==> src/rtl/boot_pkg.sv <==
package boot_pkg;
  typedef enum logic [2:0] {
    ST_IDLE,
    ST_WR_PC,
    ST_WR_DISP,
    ST_IRQ_OFF,
    ST_RD_REQ,
    ST_RD_RSP,
    ST_DONE
  } boot_state_e;
endpackage

==> src/rtl/boot_req_latch.sv <==
module boot_req_latch (
  input  logic clk,
  input  logic rst_n,
  input  logic req_btn,
  input  logic req_cmd,
  input  logic take,
  output logic pend
);
  logic pend_q;

  // a new request wins over the acceptance of an older one
  always_ff @(posedge clk) begin
    if (!rst_n) pend_q <= 1'b0;
    else        pend_q <= (pend_q & ~take) | req_btn | req_cmd;
  end

  assign pend = pend_q;
endmodule

==> src/rtl/boot_step_fsm.sv <==
module boot_step_fsm
  import boot_pkg::*;
(
  input  logic        clk,
  input  logic        rst_n,
  input  logic        pend,
  input  logic        req_fire,
  input  logic        rsp_fire,
  output boot_state_e state,
  output logic        take,
  output logic        commit
);
  boot_state_e st_q, st_d;
  logic        boundary;

  // points where the script may be restarted without breaking a handshake
  always_comb begin
    case (st_q)
      ST_IDLE, ST_IRQ_OFF, ST_DONE:     boundary = 1'b1;
      ST_WR_PC, ST_WR_DISP, ST_RD_REQ:  boundary = req_fire;
      ST_RD_RSP:                        boundary = rsp_fire;
      default:                          boundary = 1'b0;
    endcase
  end

  assign take   = pend & boundary;
  assign commit = (st_q == ST_DONE) & ~pend;

  always_comb begin
    st_d = st_q;
    if (take) begin
      st_d = ST_WR_PC;
    end else begin
      case (st_q)
        ST_WR_PC:   if (req_fire) st_d = ST_WR_DISP;
        ST_WR_DISP: if (req_fire) st_d = ST_IRQ_OFF;
        ST_IRQ_OFF: st_d = ST_RD_REQ;
        ST_RD_REQ:  if (req_fire) st_d = ST_RD_RSP;
        ST_RD_RSP:  if (rsp_fire) st_d = ST_DONE;
        ST_DONE:    st_d = ST_IDLE;
        default:    st_d = ST_IDLE;
      endcase
    end
  end

  always_ff @(posedge clk) begin
    if (!rst_n) st_q <= ST_IDLE;
    else        st_q <= st_d;
  end

  assign state = st_q;
endmodule

==> src/rtl/boot_bus_drv.sv <==
module boot_bus_drv
  import boot_pkg::*;
#(
  parameter int AW = 16,
  parameter int DW = 16,
  parameter logic [AW-1:0] PC_SAVE_ADDR = '0,
  parameter logic [AW-1:0] DISP_ADDR    = AW'(16'o420),
  parameter logic [AW-1:0] KBD_ADDR     = AW'(16'o177034)
) (
  input  logic          clk,
  input  logic          rst_n,
  input  boot_state_e   state,
  input  logic          take,
  input  logic [DW-1:0] pc_in,
  output logic          req_valid,
  output logic          req_we,
  output logic [AW-1:0] req_addr,
  output logic [DW-1:0] req_wdata,
  output logic          rsp_ready,
  output logic          irq_off
);
  logic [DW-1:0] pc_q;

  // program counter is frozen at the moment the script (re)starts
  always_ff @(posedge clk) begin
    if (!rst_n)    pc_q <= '0;
    else if (take) pc_q <= pc_in;
  end

  always_comb begin
    req_valid = 1'b0;
    req_we    = 1'b0;
    req_addr  = '0;
    req_wdata = '0;
    case (state)
      ST_WR_PC: begin
        req_valid = 1'b1;
        req_we    = 1'b1;
        req_addr  = PC_SAVE_ADDR;
        req_wdata = pc_q;
      end
      ST_WR_DISP: begin
        req_valid = 1'b1;
        req_we    = 1'b1;
        req_addr  = DISP_ADDR;
      end
      ST_RD_REQ: begin
        req_valid = 1'b1;
        req_addr  = KBD_ADDR;
      end
      default: ;
    endcase
  end

  assign rsp_ready = (state == ST_RD_RSP);
  assign irq_off   = (state == ST_IRQ_OFF);
endmodule

==> src/rtl/boot_key_dec.sv <==
module boot_key_dec #(
  parameter int DW           = 16,
  parameter int BOOT_KEY_BIT = 15
) (
  input  logic          clk,
  input  logic          rst_n,
  input  logic          rsp_fire,
  input  logic [DW-1:0] rsp_data,
  input  logic          commit,
  output logic          done,
  output logic          from_disk,
  output logic [DW-1:0] disk_addr
);
  logic [DW-1:0] kbd_q;
  logic [DW-1:0] addr_d;
  logic          disk_sel;
  logic          done_q;
  logic          disk_q;
  logic [DW-1:0] addr_q;

  always_ff @(posedge clk) begin
    if (!rst_n)        kbd_q <= '1;
    else if (rsp_fire) kbd_q <= rsp_data;
  end

  // select key released (reads 1) picks the disk path
  assign disk_sel = kbd_q[BOOT_KEY_BIT];

  for (genvar b = 0; b < DW; b++) begin : g_key
    assign addr_d[b] = disk_sel & ~kbd_q[b];
  end

  always_ff @(posedge clk) begin
    if (!rst_n) begin
      done_q <= 1'b0;
      disk_q <= 1'b0;
      addr_q <= '0;
    end else begin
      done_q <= commit;
      if (commit) begin
        disk_q <= disk_sel;
        addr_q <= addr_d;
      end
    end
  end

  assign done      = done_q;
  assign from_disk = disk_q;
  assign disk_addr = addr_q;
endmodule

==> src/rtl/boot_seq.sv <==
module boot_seq
  import boot_pkg::*;
#(
  parameter int AW           = 16,
  parameter int DW           = 16,
  parameter int BOOT_KEY_BIT = 15,
  parameter logic [AW-1:0] PC_SAVE_ADDR = '0,
  parameter logic [AW-1:0] DISP_ADDR    = AW'(16'o420),
  parameter logic [AW-1:0] KBD_ADDR     = AW'(16'o177034)
) (
  input  logic          clk,
  input  logic          rst_n,
  input  logic          boot_btn,
  input  logic          boot_cmd,
  input  logic [DW-1:0] pc_in,
  output logic          mem_req_valid,
  input  logic          mem_req_ready,
  output logic          mem_req_we,
  output logic [AW-1:0] mem_req_addr,
  output logic [DW-1:0] mem_req_wdata,
  input  logic          mem_rsp_valid,
  output logic          mem_rsp_ready,
  input  logic [DW-1:0] mem_rsp_data,
  output logic          irq_off,
  output logic          boot_done,
  output logic          boot_from_disk,
  output logic [DW-1:0] boot_disk_addr
);
  boot_state_e state;
  logic        pend, take, commit;
  logic        req_fire, rsp_fire;

  assign req_fire = mem_req_valid & mem_req_ready;
  assign rsp_fire = mem_rsp_valid & mem_rsp_ready;

  boot_req_latch u_latch (
    .clk     (clk),
    .rst_n   (rst_n),
    .req_btn (boot_btn),
    .req_cmd (boot_cmd),
    .take    (take),
    .pend    (pend)
  );

  boot_step_fsm u_fsm (
    .clk      (clk),
    .rst_n    (rst_n),
    .pend     (pend),
    .req_fire (req_fire),
    .rsp_fire (rsp_fire),
    .state    (state),
    .take     (take),
    .commit   (commit)
  );

  boot_bus_drv #(
    .AW(AW), .DW(DW),
    .PC_SAVE_ADDR(PC_SAVE_ADDR), .DISP_ADDR(DISP_ADDR), .KBD_ADDR(KBD_ADDR)
  ) u_bus (
    .clk       (clk),
    .rst_n     (rst_n),
    .state     (state),
    .take      (take),
    .pc_in     (pc_in),
    .req_valid (mem_req_valid),
    .req_we    (mem_req_we),
    .req_addr  (mem_req_addr),
    .req_wdata (mem_req_wdata),
    .rsp_ready (mem_rsp_ready),
    .irq_off   (irq_off)
  );

  boot_key_dec #(.DW(DW), .BOOT_KEY_BIT(BOOT_KEY_BIT)) u_dec (
    .clk       (clk),
    .rst_n     (rst_n),
    .rsp_fire  (rsp_fire),
    .rsp_data  (mem_rsp_data),
    .commit    (commit),
    .done      (boot_done),
    .from_disk (boot_from_disk),
    .disk_addr (boot_disk_addr)
  );
endmodule

==> config.mk <==
export PLATFORM = sky130hd
export DESIGN_NAME = boot_seq
export DESIGN_NICKNAME = d
export VERILOG_FILES = /design/src/rtl/boot_pkg.sv /design/src/rtl/boot_req_latch.sv /design/src/rtl/boot_step_fsm.sv /design/src/rtl/boot_bus_drv.sv /design/src/rtl/boot_key_dec.sv /design/src/rtl/boot_seq.sv
export SDC_FILE = /design/constraint.sdc
export NUM_CORES = 1
export LEC_CHECK = 0
export BUFFER_PORTS_ARGS = -buffer_cell sky130_fd_sc_hd__clkbuf_2
export CORE_MARGIN = 2
export CORE_UTILIZATION = 52
export DETAILED_ROUTE_END_ITERATION = 16
export HOLD_SLACK_MARGIN = 0.1
export PLACE_DENSITY = 0.84
export REMOVE_ABC_BUFFERS = 1
export SYNTH_ARGS = -nofsm -noshare
export SYNTH_HDL_FRONTEND = slang
export SYNTH_SLANG_ARGS = --single-unit
==> constraint.sdc <==
create_clock -name clk -period 2.9 [get_ports clk]
set_clock_uncertainty 0.2 [all_clocks]
set_input_delay 0 -clock clk [delete_from_list [all_inputs] [get_ports clk]]
set_output_delay 0 -clock clk [all_outputs]
set_load 0.02 [all_outputs]
==> results of run 1 <==
-- cell families (layout without fill, tap and decap cells) --
| group | count (synthesis) | in the layout | synth area share |
|---|---|---|---|
| buf+inv | 41 | 157 | 0.1065 |
| flops | 53 | 53 | 0.4385 |
| simple gates | 153 | 153 | 0.3175 |
| other cells | 1 | 6 | 0.001550 |
| compound gates | 27 | 27 | 0.06153 |
| mux | 18 | 18 | 0.07446 |
-- worst max-delay path by stage --
stage | slack [ns] | to | startpoint | depth (start not counted)
2_1_floorplan | -0.79 | u_bus.pc_q[0] | u_fsm.state[2] | 4
3_3_place_gp | 0.51 | u_bus.pc_q[14] | u_fsm.state[1] | 4
3_5_place_dp | 0.36 | u_bus.pc_q[12] | u_fsm.state[1] | 4
4_1_cts | 0.34 | u_bus.pc_q[12] | u_fsm.state[1] | 4
5_1_grt | 0.16 | u_dec.kbd_q[13] | u_fsm.state[0] | 5
6_report | 0.31 | u_bus.pc_q[7] | u_fsm.state[1] | 4
-- power groups by stage --
stage          Sequential [mW]  Clock (mW)  Combinational (mW)
5_1_grt                  0.766       0.509               0.223
2_1_floorplan            0.775           0              0.0940
3_5_place_dp             0.779           0               0.158
6_report                 0.763       0.475               0.207
4_1_cts                  0.762       0.483               0.204
3_3_place_gp             0.778           0               0.154
-- placed cells by master (no fill, tap or decap) --
cell	count
nand2_1	85
clkbuf_2	85
dlygate4sd3_1	58
dfxtp_1	53
a21oi_1	21
and2_1	18
mux2i_1	18
nand3_1	17
nand3b_1	15
conb_1	6
inv_1	5
clkbuf_8	5
nor2_1	4
nor2b_1	3
nor3b_2	2
and3_1	2
or2_2	2
nor3_2	2
buf_4	2
nor3b_4	1
or3_1	1
a21oi_2	1
o31a_1	1
nor3_4	1
a21o_1	1
o22ai_1	1
a211oi_1	1
o21ai_0	1
bufinv_16	1
clkinv_2	1
-- synthesized netlist by cell type, types with 3 or more instances --
cell type | n | area, sq um
buf_6 | 4 | 45.04
nor3_2 | 3 | 30.03
nor2b_1 | 3 | 18.77
nor2_1 | 4 | 15.01
clkbuf_1 | 13 | 48.80
dfxtp_1 | 53 | 1061
buf_2 | 4 | 20.02
and2_1 | 18 | 112.6
inv_1 | 5 | 18.77
a21oi_1 | 21 | 105.1
nand3_1 | 17 | 85.08
nand2_1 | 85 | 319.1
buf_4 | 14 | 105.1
mux2i_1 | 18 | 180.2
nand3b_1 | 15 | 112.6
-- cell type report --
| type | instances | share of cell area |
|---|---|---|
| clock inverter | 2 | 0.01032 |
| tap | 52 | 0.01916 |
| sequential | 53 | 0.3125 |
| timing repair buffer | 145 | 0.3007 |
| inverter | 5 | 0.005527 |
| clock buffer | 5 | 0.02027 |
| multi-input combinational | 204 | 0.3316 |
-- layer usage --
layer,part of all wire,vias to the layer above,GRT usage,wire [um]
li1,-,1167,-,-
met1,0.41,1100,0.2743,2480
met2,0.52,75,0.4271,3182
met3,0.037,20,0.03750,227
met4,0.029,0,0.1048,177
met5,0,-,0,0
-- sequential cells by signal, indices dropped and copies added (netlist names) --
| name | count |
|---|---|
| u_bus.pc_q | 16 |
| u_dec.kbd_q | 16 |
| u_dec.disk_addr | 15 |
| u_fsm.state | 3 |
| u_dec.done | 1 |
| u_dec.from_disk | 1 |
| u_latch.pend | 1 |
-- worst max-delay path, cell delays in order (launching register included) --
cell     delay [ns]
dfxtp_1        0.62
nor3b_4        0.17
o31a_1         0.36
nor3_4         0.86
mux2i_1        0.29
-- what timing repair did --
action                    CTS  global route
hold buffers               58             0
gates resized for setup     0             0
hold endpoints to repair   35             0
-- per-stage QoR --
step                      total power, mW  setup WS, ns  std cells
final                               1.445        0.3101        466
after detailed placement           0.9377        0.3627        401
after global routing                1.497        0.1553        466
after global placement             0.9314        0.5092        401
after floorplan                    0.8692       -0.7931        262
after CTS                           1.449        0.3389        466
==> flow_summary_export.csv, run 1 <==
group,metric,value,unit
pwr,ir_drop,314.0,uV
timing,slew_viol_final,0,
timing,fin_hold_ws,0.2540,ns
setup_path,worstSetupPathType,"reg2reg",
global_routing,grt_pass1_vias,2226,
die,core,4414,sq um
global_routing,grt_pass1_wl,9735,um
global_routing,track_usage,0.2366,
worst_hold_path,holdPathStages,2,
detailed_routing,routed_wl,6068,um
setup_path,reg2regPathDepth,4,
synthesis,synth-seq-cells,53,
place,hpwl,3546,um
final_layout,seq_area,1061,sq um
setup_path,timing.rr.end,"u_bus.pc_q[7]",
final_layout,final_nets,452,
die,die_w,72.22,um
clocking,clkTransAtPathRegs,0.08,ns
place,portBuffers,85,
synthesis,synth_ff_type,"dfxtp_1",
synthesis,synthCells,293,
die,ios,92,
clocking,clkLatencyLatePin,0.30,ns
final_layout,stdcell_area,3396,sq um
timing,relSlewSlack,0.2504,
synthesis,yosys_warnings,0,
timing,worstMarginPinSlew,1.121,ns
timing,rsz0062_at_grt,"false",
detailed_routing,first_pass_iters,4,
synthesis,ys_async_sr_fraction,0,
synthesis,syn_avg_cell_area,8.259,sq um
timing,setup_violations,0,
clocking,cts_inserted_buffers,5,
setup_path,required,2.92,ns
timing,max_freq,386.1,MHz
setup_path,crit_arrival,2.61,ns
timing,finalHoldViolations,0,
worst_hold_path,hp-class,"reg2reg",
synthesis,yosysSeqAreaShare,0.4385,
global_routing,grt_max_degree,50,
synthesis,netlist-cell-type-count,28,
global_routing,grt-ovfl-total,0,
final_layout,final_util,0.7693,
die,die_h,72.22,um
clocking,cts_tree,"done",
timing,fin_crit_sh,0.8931,
die,start_util,0.5482,
timing,fin_setup_tns,0,ns
final_layout,diodes,0,
setup_path,reg2reg_from,"u_fsm.state[1]",
pwr,pwr-share-comb,0.143,
clocking,cts.sinks,53,
setup_path,critPathLaunchType,"flip-flop",
timing,fin_crit,2.590,ns
final_layout,multiInputGateArea,1126,sq um
clocking,cts_max_level,2,
die,die_area,5215,sq um
die,num_rows,24,
setup_path,cp-end-kind,"flip-flop",
setup_path,crit_fanout,19,
final_layout,syn2layout_area_growth,40.33,%
clocking,clock_path_buffers,2,
detailed_routing,vias,2362,
synthesis,synth-edff-count,0,
detailed_routing,wl_per_cell,13.02,um
clocking,cts_setup_buffers,0,
pwr,leakage,1.549,nW
detailed_routing,drc_errors,0,
pwr,p_sw_frac,0.2385,
pwr,seq_power_share,0.528,
final_layout,drive_gt1_frac,0.2488,
global_routing,antenna_found_initial,0,
place,placed_area,2711,sq um
outcome,status,"complete, no violations",
job,maxCapViolCount,0,
pwr,internal_power,1.101,mW
pwr,power_frac_clock,0.329,
detailed_routing,drtIter0Drc,150,
synthesis,syn_area,2420,sq um
worst_hold_path,hp-start,"u_dec.disk_addr[1]",
clocking,cts-root-buf,"clkbuf_8",
final_layout,n_fill_cell,298,
setup_path,ff2ff_setup_slack,0.31,ns
pwr,p_per_area,425.6,nW/um^2
detailed_routing,vias_per_cell,5.069,
detailed_routing,drtAntennaViolNets,0,
pwr,power_switching,0.3448,mW
worst_hold_path,min_to,"u_dec.disk_addr[1]",
place,gp_congestion,0.7894,
Power figures use the tool's default switching activity.
==> inputs of run 2 (changes only) <==
Settings changed: CELL_PAD_IN_SITES_DETAIL_PLACEMENT from default to 1, CELL_PAD_IN_SITES_GLOBAL_PLACEMENT from default to 1, CORE_UTILIZATION 52 to 37, PLACE_DENSITY 0.84 to default, PLACE_DENSITY_LB_ADDON from default to 0.1, SLEW_MARGIN from default to 10.
==> flow_summary_export.csv, run 2 (synthesis results as in run 1) <==
group,metric,value,unit
outcome,status,"complete, no violations",
detailed_routing,drtAntennaViolNets,0,
job,maxCapViolCount,0,
timing,fin_hold_ws,0.09468,ns
timing,setup_violations,0,
clocking,cts_inserted_buffers,5,
timing,max_freq,384.6,MHz
die,ios,92,
clocking,cts-root-buf,"clkbuf_8",
final_layout,syn2layout_area_growth,40.02,%
clocking,clkTransAtPathRegs,0.10,ns
setup_path,crit_fanout,16,
detailed_routing,vias_per_cell,4.729,
timing,relSlewSlack,0.4917,
timing,slew_viol_final,0,
die,die_area,7203,sq um
clocking,cts_max_level,2,
detailed_routing,drc_errors,0,
clocking,hold_buffers,55,
global_routing,antenna_found_initial,0,
setup_path,required,2.91,ns
final_layout,final_nets,450,
timing,fin_crit_sh,0.8966,
timing,worstMarginPinSlew,0.7616,ns
global_routing,track_usage,0.1855,
worst_hold_path,hp-start,"rst_n",
pwr,leakage,1.530,nW
pwr,p_per_area,410.7,nW/um^2
detailed_routing,first_pass_iters,4,
die,core,6350,sq um
clocking,clkLatencyLatePin,0.31,ns
worst_hold_path,holdPathStages,4,
clocking,clock_path_buffers,2,
global_routing,grt_pass1_vias,2297,
die,die_w,84.87,um
final_layout,diodes,0,
timing,rsz0062_at_grt,"false",
final_layout,final_util,0.5336,
clocking,cts.sinks,53,
setup_path,crit_arrival,2.61,ns
pwr,power.total,1.391,mW
place,hpwl,3968,um
die,num_rows,29,
setup_path,critPathLaunchType,"flip-flop",
timing,fin_crit,2.600,ns
setup_path,reg2reg_from,"u_fsm.state[0]",
global_routing,grt_pass1_wl,10740,um
setup_path,cp-end-kind,"flip-flop",
timing,fin_setup_tns,0,ns
timing,finalHoldViolations,0,
place,portBuffers,85,
final_layout,most-common-layout-cells,"nand2_1, clkbuf_2, dlygate4sd3_1, dfxtp_1, a21oi_1",
worst_hold_path,min_to,"u_bus.pc_q[15]",
place,placed_area,2750,sq um
worst_hold_path,hp-class,"in2reg",
global_routing,grt_max_degree,50,
global_routing,grt-ovfl-total,0,
final_layout,drive_gt1_frac,0.2518,
setup_path,reg2regPathDepth,5,
final_layout,stdcell_area,3388,sq um
setup_path,timing.rr.end,"u_dec.kbd_q[10]",
clocking,cts_setup_buffers,0,
pwr,ir_drop,186.3,uV
detailed_routing,wl_per_cell,13.24,um
detailed_routing,routed_wl,6487,um
clocking,post_cts_resized,0,
setup_path,worstSetupPathType,"reg2reg",
die,die_h,84.87,um
setup_path,ff2ff_setup_slack,0.30,ns
detailed_routing,vias,2317,
die,start_util,0.3811,
place,gp_congestion,0.7293,
clocking,cts_tree,"done",
detailed_routing,drtIter0Drc,67,
run 2: how the worst max path moves through the flow:
stage,startpoint,endpoint,slack [ns],depth (start not counted)
floorplan,u_fsm.state[2],u_bus.pc_q[0],-0.79,4
global placement,u_fsm.state[2],u_bus.pc_q[15],0.83,5
finish,u_fsm.state[0],u_dec.kbd_q[10],0.30,5
detailed placement,u_fsm.state[2],u_bus.pc_q[2],0.73,5
CTS,u_fsm.state[0],u_dec.kbd_q[8],0.30,5
global route,u_fsm.state[0],u_dec.kbd_q[6],0.09,5
run 2: through the flow:
stage / worst slack (ns) / cells
final: 0.2998 / 490
after floorplan: -0.7931 / 262
after global routing: 0.08945 / 490
after detailed placement: 0.7289 / 427
after global placement: 0.8318 / 427
after CTS: 0.3032 / 490
run 2: layer usage:
metal	wire, um	global-route usage	up-vias
li1	-	-	1161
met1	2880	0.2298	1087
met2	3208	0.3214	63
met3	299	0.03599	6
met4	99	0.06638	0
met5	0	0	-
run 2: final cells by class:
cell class	instances	area, sq um
timing repair buffer	143	998.5
clock buffer	6	72.57
clock inverter	2	15.01
multi-input combinational	204	1126
tap	77	96.34
fill	804	2962
sequential	53	1061
inverter	5	18.77
run 2: power by group:
part / switching (mW) / internal, mW / total (mW) / leakage [nW]
Sequential: 0.0154 / 0.747 / 0.763 / 0.431
Clock: 0.251 / 0.171 / 0.422 / 0.0374
Combinational: 0.104 / 0.103 / 0.207 / 1.06
Total: 0.371 / 1.02 / 1.39 / 1.53
run 2: critical path: stages, from the launching register on:
cell	delay [ns]
dfxtp_1	0.53
nor2b_1	0.29
nand3_1	0.55
nand2_1	0.25
nand3_1	0.10
dlygate4sd3_1	0.58
